`config.mk`:
```
export PLATFORM = sky130hd
export DESIGN_NAME = rj_audio_rx
export DESIGN_NICKNAME = d
export VERILOG_FILES = /design/src/rtl/rjrx_pkg.sv /design/src/rtl/rjrx_cfg.sv /design/src/rtl/rjrx_edge.sv /design/src/rtl/rjrx_lane.sv /design/src/rtl/rjrx_lock.sv /design/src/rtl/rj_audio_rx.sv
export SDC_FILE = /design/constraint.sdc
export NUM_CORES = 1
export LEC_CHECK = 0
export CAP_MARGIN = 25
export CORE_ASPECT_RATIO = 1.4
export CORE_MARGIN = 2
export CORE_UTILIZATION = 56
export CTS_CLUSTER_DIAMETER = 100
export DETAILED_ROUTE_END_ITERATION = 7
export PLACE_DENSITY = 0.8
export SETUP_SLACK_MARGIN = 0.1
export SLEW_MARGIN = 25
export SYNTH_ARGS = -nofsm -noshare
export SYNTH_HDL_FRONTEND = slang
export SYNTH_SLANG_ARGS = --single-unit
```
`constraint.sdc`:
```
create_clock -name clk -period 3.2 [get_ports clk]
set_input_delay 0.64 -clock clk [delete_from_list [all_inputs] [get_ports clk]]
set_output_delay 0.64 -clock clk [all_outputs]
set_load 0.01 [all_outputs]
```
`src/rtl/rjrx_pkg.sv`:
```
package rjrx_pkg;

  localparam int unsigned WORD_MAX = 32;

  typedef enum logic [2:0] {
    FMT_16 = 3'b000,
    FMT_32 = 3'b001,
    FMT_24 = 3'b010
  } fmt_e;

  typedef struct packed {
    fmt_e fmt;
    logic dual;
    logic dsd_sel;
    logic thru;
  } cfg_t;

  function automatic logic fmt_legal(input logic [2:0] code);
    return (code == 3'b000) || (code == 3'b001) || (code == 3'b010);
  endfunction

  function automatic int unsigned fmt_bits(input fmt_e f);
    case (f)
      FMT_16:  return 16;
      FMT_32:  return 32;
      default: return 24;
    endcase
  endfunction

  // Sign-extend the low bits of a captured shift register to the full word.
  function automatic logic [WORD_MAX-1:0] widen(input fmt_e f,
                                                input logic [WORD_MAX-1:0] raw);
    case (f)
      FMT_16:  return {{16{raw[15]}}, raw[15:0]};
      FMT_24:  return {{8{raw[23]}}, raw[23:0]};
      default: return raw;
    endcase
  endfunction

  // Minimum bit-clock count per word-clock period for lock.
  function automatic int unsigned lock_need(input fmt_e f, input logic dual);
    return dual ? fmt_bits(f) : 2 * fmt_bits(f);
  endfunction

endpackage

```
`src/rtl/rjrx_cfg.sv`:
```
module rjrx_cfg
  import rjrx_pkg::*;
(
  input  logic       clk,
  input  logic       rst_n,
  input  logic       wr,
  input  logic [2:0] fmt_in,
  input  logic       dual_in,
  input  logic       dsd_in,
  input  logic       thru_in,
  output cfg_t       cfg,
  output logic       active
);

  always_ff @(posedge clk or negedge rst_n) begin
    if (!rst_n) begin
      cfg.fmt     <= FMT_24;
      cfg.dual    <= 1'b0;
      cfg.dsd_sel <= 1'b0;
      cfg.thru    <= 1'b0;
    end else if (wr) begin
      if (fmt_legal(fmt_in)) cfg.fmt <= fmt_e'(fmt_in);
      cfg.dual    <= dual_in;
      cfg.dsd_sel <= dsd_in;
      cfg.thru    <= thru_in;
    end
  end

  assign active = cfg.thru & ~cfg.dsd_sel;

endmodule

```
`src/rtl/rjrx_edge.sv`:
```
module rjrx_edge #(
  parameter int unsigned NSIG = 2
) (
  input  logic            clk,
  input  logic            rst_n,
  input  logic [NSIG-1:0] pin,
  output logic [NSIG-1:0] lvl,
  output logic [NSIG-1:0] chg
);

  for (genvar g = 0; g < NSIG; g++) begin : g_sig
    logic s1, s2;
    always_ff @(posedge clk or negedge rst_n) begin
      if (!rst_n) begin
        s1 <= 1'b0;
        s2 <= 1'b0;
      end else begin
        s1 <= pin[g];
        s2 <= s1;
      end
    end
    assign lvl[g] = s1;
    assign chg[g] = s1 ^ s2;
  end

endmodule

```
`src/rtl/rjrx_lane.sv`:
```
module rjrx_lane #(
  parameter int unsigned W = 32
) (
  input  logic         clk,
  input  logic         rst_n,
  input  logic         clr,
  input  logic         din,
  input  logic         shift_en,
  output logic [W-1:0] bits
);

  logic         d_q;
  logic [W-1:0] sr;

  always_ff @(posedge clk or negedge rst_n) begin
    if (!rst_n) begin
      d_q <= 1'b0;
      sr  <= '0;
    end else begin
      d_q <= din;
      if (clr)           sr <= '0;
      else if (shift_en) sr <= {sr[W-2:0], d_q};
    end
  end

  assign bits = sr;

endmodule

```
`src/rtl/rjrx_lock.sv`:
```
module rjrx_lock #(
  parameter int unsigned CW = 10
) (
  input  logic          clk,
  input  logic          rst_n,
  input  logic          clr,
  input  logic          tick,
  input  logic          mark,
  input  logic [CW-1:0] need,
  output logic          locked
);

  localparam logic [CW-1:0] CNT_MAX = '1;

  logic [CW-1:0] cnt, prev;
  logic          have_prev;

  always_ff @(posedge clk or negedge rst_n) begin
    if (!rst_n) begin
      cnt       <= '0;
      prev      <= '0;
      have_prev <= 1'b0;
      locked    <= 1'b0;
    end else if (clr) begin
      cnt       <= '0;
      prev      <= '0;
      have_prev <= 1'b0;
      locked    <= 1'b0;
    end else if (mark) begin
      locked    <= have_prev && (cnt == prev) && (cnt >= need);
      prev      <= cnt;
      have_prev <= 1'b1;
      cnt       <= tick ? CW'(1) : '0;
    end else if (tick && cnt != CNT_MAX) begin
      cnt <= cnt + 1'b1;
    end
  end

endmodule

```
`src/rtl/rj_audio_rx.sv`:
```
module rj_audio_rx
  import rjrx_pkg::*;
#(
  parameter int unsigned CNT_W = 10
) (
  input  logic        clk,
  input  logic        rst_n,
  input  logic        cfg_wr,
  input  logic [2:0]  cfg_fmt,
  input  logic        cfg_dual,
  input  logic        cfg_dsd_sel,
  input  logic        cfg_thru,
  input  logic        bck,
  input  logic        wck,
  input  logic        sdata,
  input  logic        sdata_l,
  input  logic        sdata_r,
  output logic [31:0] word_l,
  output logic [31:0] word_r,
  output logic        valid_l,
  output logic        valid_r,
  output logic        locked
);

  localparam int unsigned W     = WORD_MAX;
  localparam int unsigned LANES = 2;

  cfg_t cfg_q;
  logic active;

  rjrx_cfg u_cfg (
    .clk     (clk),
    .rst_n   (rst_n),
    .wr      (cfg_wr),
    .fmt_in  (cfg_fmt),
    .dual_in (cfg_dual),
    .dsd_in  (cfg_dsd_sel),
    .thru_in (cfg_thru),
    .cfg     (cfg_q),
    .active  (active)
  );

  // Named internal events, visible to the bound checker.
  logic [2:0] fmt_code;
  logic       dual_mode;
  assign fmt_code  = cfg_q.fmt;
  assign dual_mode = cfg_q.dual;

  logic [1:0] clk_lvl, clk_chg;

  rjrx_edge #(.NSIG(2)) u_edge (
    .clk   (clk),
    .rst_n (rst_n),
    .pin   ({wck, bck}),
    .lvl   (clk_lvl),
    .chg   (clk_chg)
  );

  logic bck_rise, wck_rise, wck_fall;
  assign bck_rise = clk_lvl[0] & clk_chg[0];
  assign wck_rise = clk_lvl[1] & clk_chg[1];
  assign wck_fall = ~clk_lvl[1] & clk_chg[1];

  logic [LANES-1:0] lane_din;
  assign lane_din[0] = cfg_q.dual ? sdata_l : sdata;
  assign lane_din[1] = sdata_r;

  logic [W-1:0] lane_bits [LANES];

  for (genvar l = 0; l < LANES; l++) begin : g_lane
    rjrx_lane #(.W(W)) u_lane (
      .clk      (clk),
      .rst_n    (rst_n),
      .clr      (~active),
      .din      (lane_din[l]),
      .shift_en (bck_rise),
      .bits     (lane_bits[l])
    );
  end

  rjrx_lock #(.CW(CNT_W)) u_lock (
    .clk    (clk),
    .rst_n  (rst_n),
    .clr    (~active),
    .tick   (bck_rise),
    .mark   (wck_fall),
    .need   (CNT_W'(lock_need(cfg_q.fmt, cfg_q.dual))),
    .locked (locked)
  );

  logic armed;
  logic take_l, take_r;
  assign take_l = active & armed & wck_fall;
  assign take_r = active & armed & (cfg_q.dual ? wck_fall : wck_rise);

  always_ff @(posedge clk or negedge rst_n) begin
    if (!rst_n) begin
      armed <= 1'b0;
    end else if (!active) begin
      armed <= 1'b0;
    end else if (wck_fall) begin
      armed <= 1'b1;
    end
  end

  always_ff @(posedge clk or negedge rst_n) begin
    if (!rst_n) begin
      word_l  <= '0;
      word_r  <= '0;
      valid_l <= 1'b0;
      valid_r <= 1'b0;
    end else begin
      valid_l <= take_l;
      valid_r <= take_r;
      if (take_l) word_l <= widen(cfg_q.fmt, lane_bits[0]);
      if (take_r) word_r <= widen(cfg_q.fmt, cfg_q.dual ? lane_bits[1] : lane_bits[0]);
    end
  end

endmodule

```
==> run summary, run 1 <==
Die Height - 137 µm
vias in the first global route - 5,519
CTS tree - built
crit start category - flop
outcome - complete, no violations
Num CTS Buffers - 17
Critical Path Sink - word_l[28]$_DFFE_PN0P_
initial antenna violation count - 0
Starting Density - 0.574
slew margin rel. - 0.306
largest net degree at the start of global routing - 84
global route total overflow - 0
Die W - 99.2 µm
postcts setup bufs - 0
dominant cell type by area after synthesis - dfrtp_1
Clock Sinks - 164
critical path type - flop to flop
Ports - 81
I/O Buffers - 80
Clock Tree Buf Depth - 2
VDD IR max - 0.000394 V
syn_area_per_cell - 9.50 µm²
clock skew - 0.00631 ns
Setup crit end kind - flop
DPL Wire Length - 10,400 µm
Die Area - 13,600 µm²
Synth async-reset ratio - 1.00
leading post-synthesis cells by cell area - dfrtp_1, nand2_1, a21oi_1
Seq cells post-synth - 164
most numerous cell in the Yosys netlist - nand2_1
power per cell area - 600 nW/µm²
max_cap viols - 0
# H-tree levels - 4
nets - 830
EDFF count, synth - 0
clock latency on the worst-skew pair - 0.42 ns
diodes inserted - 0
Post-CTS Hold Buffers - 0
RSZ-0062 raised after global routing - false
Commonest cells post-synth - nand2_1, dfrtp_1, a21oi_1
type of the most critical hold path - input pin to asynchronous set/reset pin
final wirelength - 16,500 µm
Vias - 5,562
Core Region - 12,400 µm²
crit-path max FO - 15
FF-to-FF setup slack - 0.57 ns
WP data arrival - 2.91 ns
DRC viols - 0
setup TNS - 0 ns
# rows - 48
Worst-Margin Slew - 1.04 ns
mapped cell area - 7100 µm²
Fmax achieved - 380 MHz
DRT iter0 DRCs - 433
Netlist cell types - 48
Layout area overhead - 21.5%
Crit. Startpoint - u_edge.g_sig[1].s1$_DFF_PN0_
post-route ant nets - 0
Clock Pin Slew Worst Setup and Hold Paths - 0.06 ns
period utilization - 0.821
GPL Wtd Cong - 0.809
post-route cell area - 8630 µm²
Post-DP Area - 8010 µm²
post-synth net total - 767
final setup fails - 0
first-pass GRT wire length - 27,200 µm
total global-route track usage - 0.253
Gate Count Post-Synth - 747
Final min period - 2.63 ns
Primary FF master, synth - dfrtp_1
vias per inst - 5.72
Worst R2R End - word_l[28]$_DFFE_PN0P_
first drt pass iteration count - 5
Reg2Reg Depth - 4
Pins Over Slew Limit - 0
Critical Path RT - 3.48 ns
Fin. Hold Viols - 0
reg2reg start - u_edge.g_sig[1].s1$_DFF_PN0_
layout cell share with drive strength beyond 1 - 0.0814
clk root buf - clkbuf_16
Wirelength per Cell - 16.9 µm
Final Util - 0.697
Yosys warning count - 0
# resized after CTS - 0
register area share after synthesis - 0.578
area share of the largest cell type after synthesis - 0.575
Static Leak - 3.73 nW
-- flip-flops by register name, indices dropped and copies added, names as in the netlist, 2 cells and up --
| name | count |
|---|---|
| u_cfg.cfg | 6 |
| u_edge.g_sig.s1 | 2 |
| word_l | 32 |
| u_lock.prev | 10 |
| u_lock.cnt | 10 |
| u_edge.g_sig.s2 | 2 |
| word_r | 32 |
| g_lane.u_lane.bits | 64 |
| g_lane.u_lane.d_q | 2 |
-- routing by layer --
| metal | GRT usage | vias to the layer above | share of wire | routed length (µm) |
|---|---|---|---|---|
| li1 | - | 2616 | - | - |
| met2 | 0.434 | 178 | 0.52 | 8540 |
| met3 | 0.0452 | 22 | 0.053 | 869 |
| met1 | 0.323 | 2746 | 0.41 | 6800 |
| met5 | 0 | - | 0 | 0 |
| met4 | 0.0944 | 0 | 0.016 | 263 |
-- critical path, stage by stage, from the launching register on --
cell      delay [ns]
dfrtp_1         0.41
nor2b_1         0.66
nand3_1         0.60
a311oi_2        0.68
a21oi_1         0.14
-- worst min-delay path by stage --
stage / slack (ns) / cells after the start / endpoint
after floorplan: 0.34 / 0 / armed$_DFFE_PN0P_
after global placement: 0.40 / 0 / u_edge.g_sig[1].s2$_DFF_PN0_
after detailed placement: 0.42 / 0 / u_edge.g_sig[1].s2$_DFF_PN0_
after CTS: 0.30 / 1 / g_lane[1].u_lane.bits[26]$_DFFE_PN0P_
after global routing: 0.33 / 1 / g_lane[0].u_lane.bits[28]$_DFFE_PN0P_
final: 0.27 / 1 / g_lane[0].u_lane.bits[28]$_DFFE_PN0P_
-- logic make-up after synthesis --
group	count (synthesis)	synth area share
xor+xnor	11	0.0136
compound gates	164	0.130
flops	164	0.578
simple gates	311	0.181
buf+inv	54	0.0328
fa+ha+maj	6	0.0106
mux	37	0.0543
-- cell usage in the layout (no fill, tap or decap), types with 4 or more instances in the layout --
| cell | Yosys | routed |
|---|---|---|
| a21oi_1 | 124 | 124 |
| a21oi_2 | 5 | 5 |
| buf_4 | 3 | 8 |
| bufinv_16 | 0 | 4 |
| clkbuf_1 | 27 | 4 |
| clkbuf_16 | 0 | 17 |
| clkdlybuf4s50_1 | 0 | 79 |
| dfrtp_1 | 163 | 162 |
| ha_1 | 6 | 6 |
| inv_1 | 7 | 7 |
| mux2_2 | 12 | 12 |
| mux2i_1 | 25 | 25 |
| nand2_1 | 221 | 221 |
| nand3_1 | 5 | 5 |
| nor2_1 | 51 | 51 |
| nor2b_1 | 6 | 5 |
| o21ai_0 | 12 | 12 |
| o22a_1 | 8 | 8 |
| or3_1 | 4 | 4 |
| xnor2_1 | 6 | 6 |
| xor2_1 | 5 | 5 |
-- stage by stage --
| stage | power (mW) | hold slack [ns] | cells | worst slack (ns) |
|---|---|---|---|---|
| finish | 5.17 | 0.265 | 973 | 0.571 |
| global route | 5.36 | 0.327 | 973 | 0.283 |
| CTS | 5.20 | 0.296 | 973 | 0.597 |
| detailed placement | 3.07 | 0.422 | 941 | 0.600 |
| global placement | 3.04 | 0.401 | 941 | 0.770 |
| floorplan | 2.66 | 0.344 | 747 | 0.866 |
-- report_power, final --
part	total (mW)	switching, mW	internal, mW
logic	0.710	0.354	0.356
registers	2.32	0.100	2.22
clock network	2.14	0.799	1.35
total	5.17	1.25	3.92
-- layout make-up --
type / instances / area [µm²]
repair buffers: 90 / 902
fillers: 895 / 3740
well taps: 150 / 188
multi-input cells: 529 / 2780
clock inverters: 9 / 151
flip-flops and latches: 164 / 4110
clock buffers: 23 / 468
inverters: 8 / 30.0
Power figures use the tool's default switching activity.
==> run 2, diff against run 1 <==
==> constraint.sdc (replaced) <==
create_clock -name clk -period 2.7 [get_ports clk]
set_input_delay 0.54 -clock clk [delete_from_list [all_inputs] [get_ports clk]]
set_output_delay 0.54 -clock clk [all_outputs]
set_load 0.01 [all_outputs]
==> run summary, run 2 (synthesis results as in run 1) <==
Fin. Hold Viols - 0 (unchanged)
vias per inst - 5.72 (+0.10%)
VDD IR max - 0.000501 V (+27%)
layout cell share with drive strength beyond 1 - 0.0917 (+0.0103)
largest net degree at the start of global routing - 56 (-33%)
# resized after CTS - 0 (unchanged)
setup TNS - 0 ns (unchanged)
Vias - 5,602 (+0.72%)
Die Area - 13,600 µm² (unchanged)
WP data arrival - 2.43 ns (-0.48 ns)
max reg flops - 64 (unchanged)
diodes inserted - 0 (unchanged)
type of the most critical hold path - input pin to asynchronous set/reset pin
first-pass GRT wire length - 27,400 µm (+0.61%)
Critical Path RT - 3.00 ns (-0.48 ns)
Layout area overhead - 22.2%
Clock Tree Buf Depth - 2 (unchanged)
Final Util - 0.701 (+0.00374)
clock skew - 0.00650 ns (+0.000184 ns)
Worst-Margin Slew - 0.783 ns (-0.258 ns)
# H-tree levels - 4 (unchanged)
final setup fails - 0 (unchanged)
CTS tree - built
clock network fraction of total power - 0.411 (-0.003)
most frequent cells in the layout - nand2_1, dfrtp_1, a21oi_1
Die Height - 137 µm (unchanged)
Min Hold Slack - 0.0739 ns (-0.191 ns)
power per cell area - 703 nW/µm² (+17%)
Combinational Power Share - 0.139 (+0.002)
max_cap viols - 0 (unchanged)
# rows - 48 (unchanged)
critical path type - flop to flop
GPL Wtd Cong - 0.862 (+6.5%)
Core Region - 12,400 µm² (unchanged)
Fmax achieved - 469 MHz (+23%)
Static Leak - 3.76 nW (+0.68%)
final wirelength - 16,500 µm (about the same)
most common cell after layout, fill and taps aside - nand2_1
CP max-delay cell - dfrtp_2
Post-DP Area - 8050 µm² (+0.56%)
clock latency on the worst-skew pair - 0.42 ns (about the same)
Setup crit end kind - flop
initial antenna violation count - 0 (unchanged)
vias in the first global route - 5,628 (+2.0%)
total global-route track usage - 0.256 (+0.00299)
postcts setup bufs - 0 (unchanged)
Clock Sinks - 164 (unchanged)
post-route ant nets - 0 (unchanged)
slew margin rel. - 0.476 (+0.170)
Die W - 99.2 µm (unchanged)
Final min period - 2.13 ns (-0.499 ns)
Wirelength per Cell - 16.8 µm (-0.59%)
DRC viols - 0 (unchanged)
Internal Power - 4.59 mW (+17%)
outcome - complete, no violations
FF-to-FF setup slack - 0.57 ns (about the same)
Pins Over Slew Limit - 0 (unchanged)
Ports - 81 (unchanged)
Cell Chain, Critical Path - buf_4, mux2i_1, nor2_4, nand3b_2, o22a_1
crit-path max cell delay - 0.47 ns (-0.21 ns)
sequential power share - 0.449 (about the same)
RSZ-0062 raised after global routing - false
global route total overflow - 0 (unchanged)
first drt pass iteration count - 5 (unchanged)
nets - 836 (+0.72%)
DPL Wire Length - 10,700 µm (+2.6%)
Clock Pin Slew Worst Setup and Hold Paths - 0.06 ns (about the same)
Starting Density - 0.574 (unchanged)
crit start category - flop
post-route cell area - 8670 µm² (+0.54%)
crit-path max FO - 20 (+5)
clk root buf - clkbuf_16
Psw - 1.50 mW (+20%)
Sw Share - 0.247 (+0.00461)
DRT iter0 DRCs - 336 (-22%)
period utilization - 0.789 (-0.0325)
I/O Buffers - 80 (unchanged)
Post-CTS Hold Buffers - 0 (unchanged)
Num CTS Buffers - 17 (unchanged)
run 2: changes by cell type in the layout (fill, tap and decap cells not counted), sizes merged:
cell / change
clkinvlp: +1
bufinv: -1
buf: +6
clkbuf: -2
inv: +1
clkinv: +1
run 2: power by group through the flow:
| stage | logic [mW] | clock network [mW] | registers (mW) |
|---|---|---|---|
| detailed placement | 0.857 | 0 | 2.78 |
| finish | 0.850 | 2.51 | 2.74 |
| CTS | 0.861 | 2.53 | 2.74 |
| global placement | 0.830 | 0 | 2.77 |
| floorplan | 0.320 | 0 | 2.84 |
| global route | 0.920 | 2.64 | 2.76 |
run 2: layer usage:
layer  global-route usage  up-vias  part of all wire
met5                    0        -                 0
met2                0.450      181              0.54
met3               0.0543       30             0.051
met4                0.101        0             0.021
li1                     -     2619                 -
met1                0.307     2772              0.39
run 2: through the flow:
step / worst slack, ns / cells / power, mW
after floorplan: 0.366 / 747 / 3.16
after global placement: 0.732 / 947 / 3.60
after detailed placement: 0.625 / 947 / 3.64
after CTS: 0.565 / 979 / 6.13
after global routing: 0.469 / 979 / 6.32
final: 0.570 / 979 / 6.09
run 2: path summary, 6_finish.rpt:
path                                              startpoint                           end  cells past startpoint
worst min register to register  u_edge.g_sig[1].s1$_DFF_PN0_  u_edge.g_sig[1].s2$_DFF_PN0_                      0
worst max-delay path                u_cfg.cfg[2]$_DFFE_PN0P_        word_r[25]$_DFFE_PN0P_                      5
worst max register to register      u_cfg.cfg[2]$_DFFE_PN0P_        word_r[25]$_DFFE_PN0P_                      5
worst min-delay path                                   rst_n        word_l[25]$_DFFE_PN0P_                      1
max in group asynchronous                              rst_n      u_cfg.cfg[4]$_DFFE_PN1P_                      2
min in group clk                u_edge.g_sig[1].s1$_DFF_PN0_  u_edge.g_sig[1].s2$_DFF_PN0_                      0
run 2: area by class of cell:
| class | instances | area (µm²) |
|---|---|---|
| fill | 906 | 3700 |
| timing repair buffer | 96 | 947 |
| clock inverter | 11 | 150 |
| tap | 150 | 188 |
| sequential | 164 | 4110 |
| multi-input combinational | 529 | 2780 |
| inverter | 8 | 30.0 |
| clock buffer | 21 | 470 |
run 2: worst max-delay path, delay by kind of cell (launching register included):
| kind | cells | cell delay, ns |
|---|---|---|
| and+or+nand+nor | 2 | 0.50 |
| DFF | 1 | 0.47 |
| muxes | 1 | 0.42 |
| buffers and inverters | 1 | 0.37 |
| AOI/OAI and AO/OA | 1 | 0.26 |
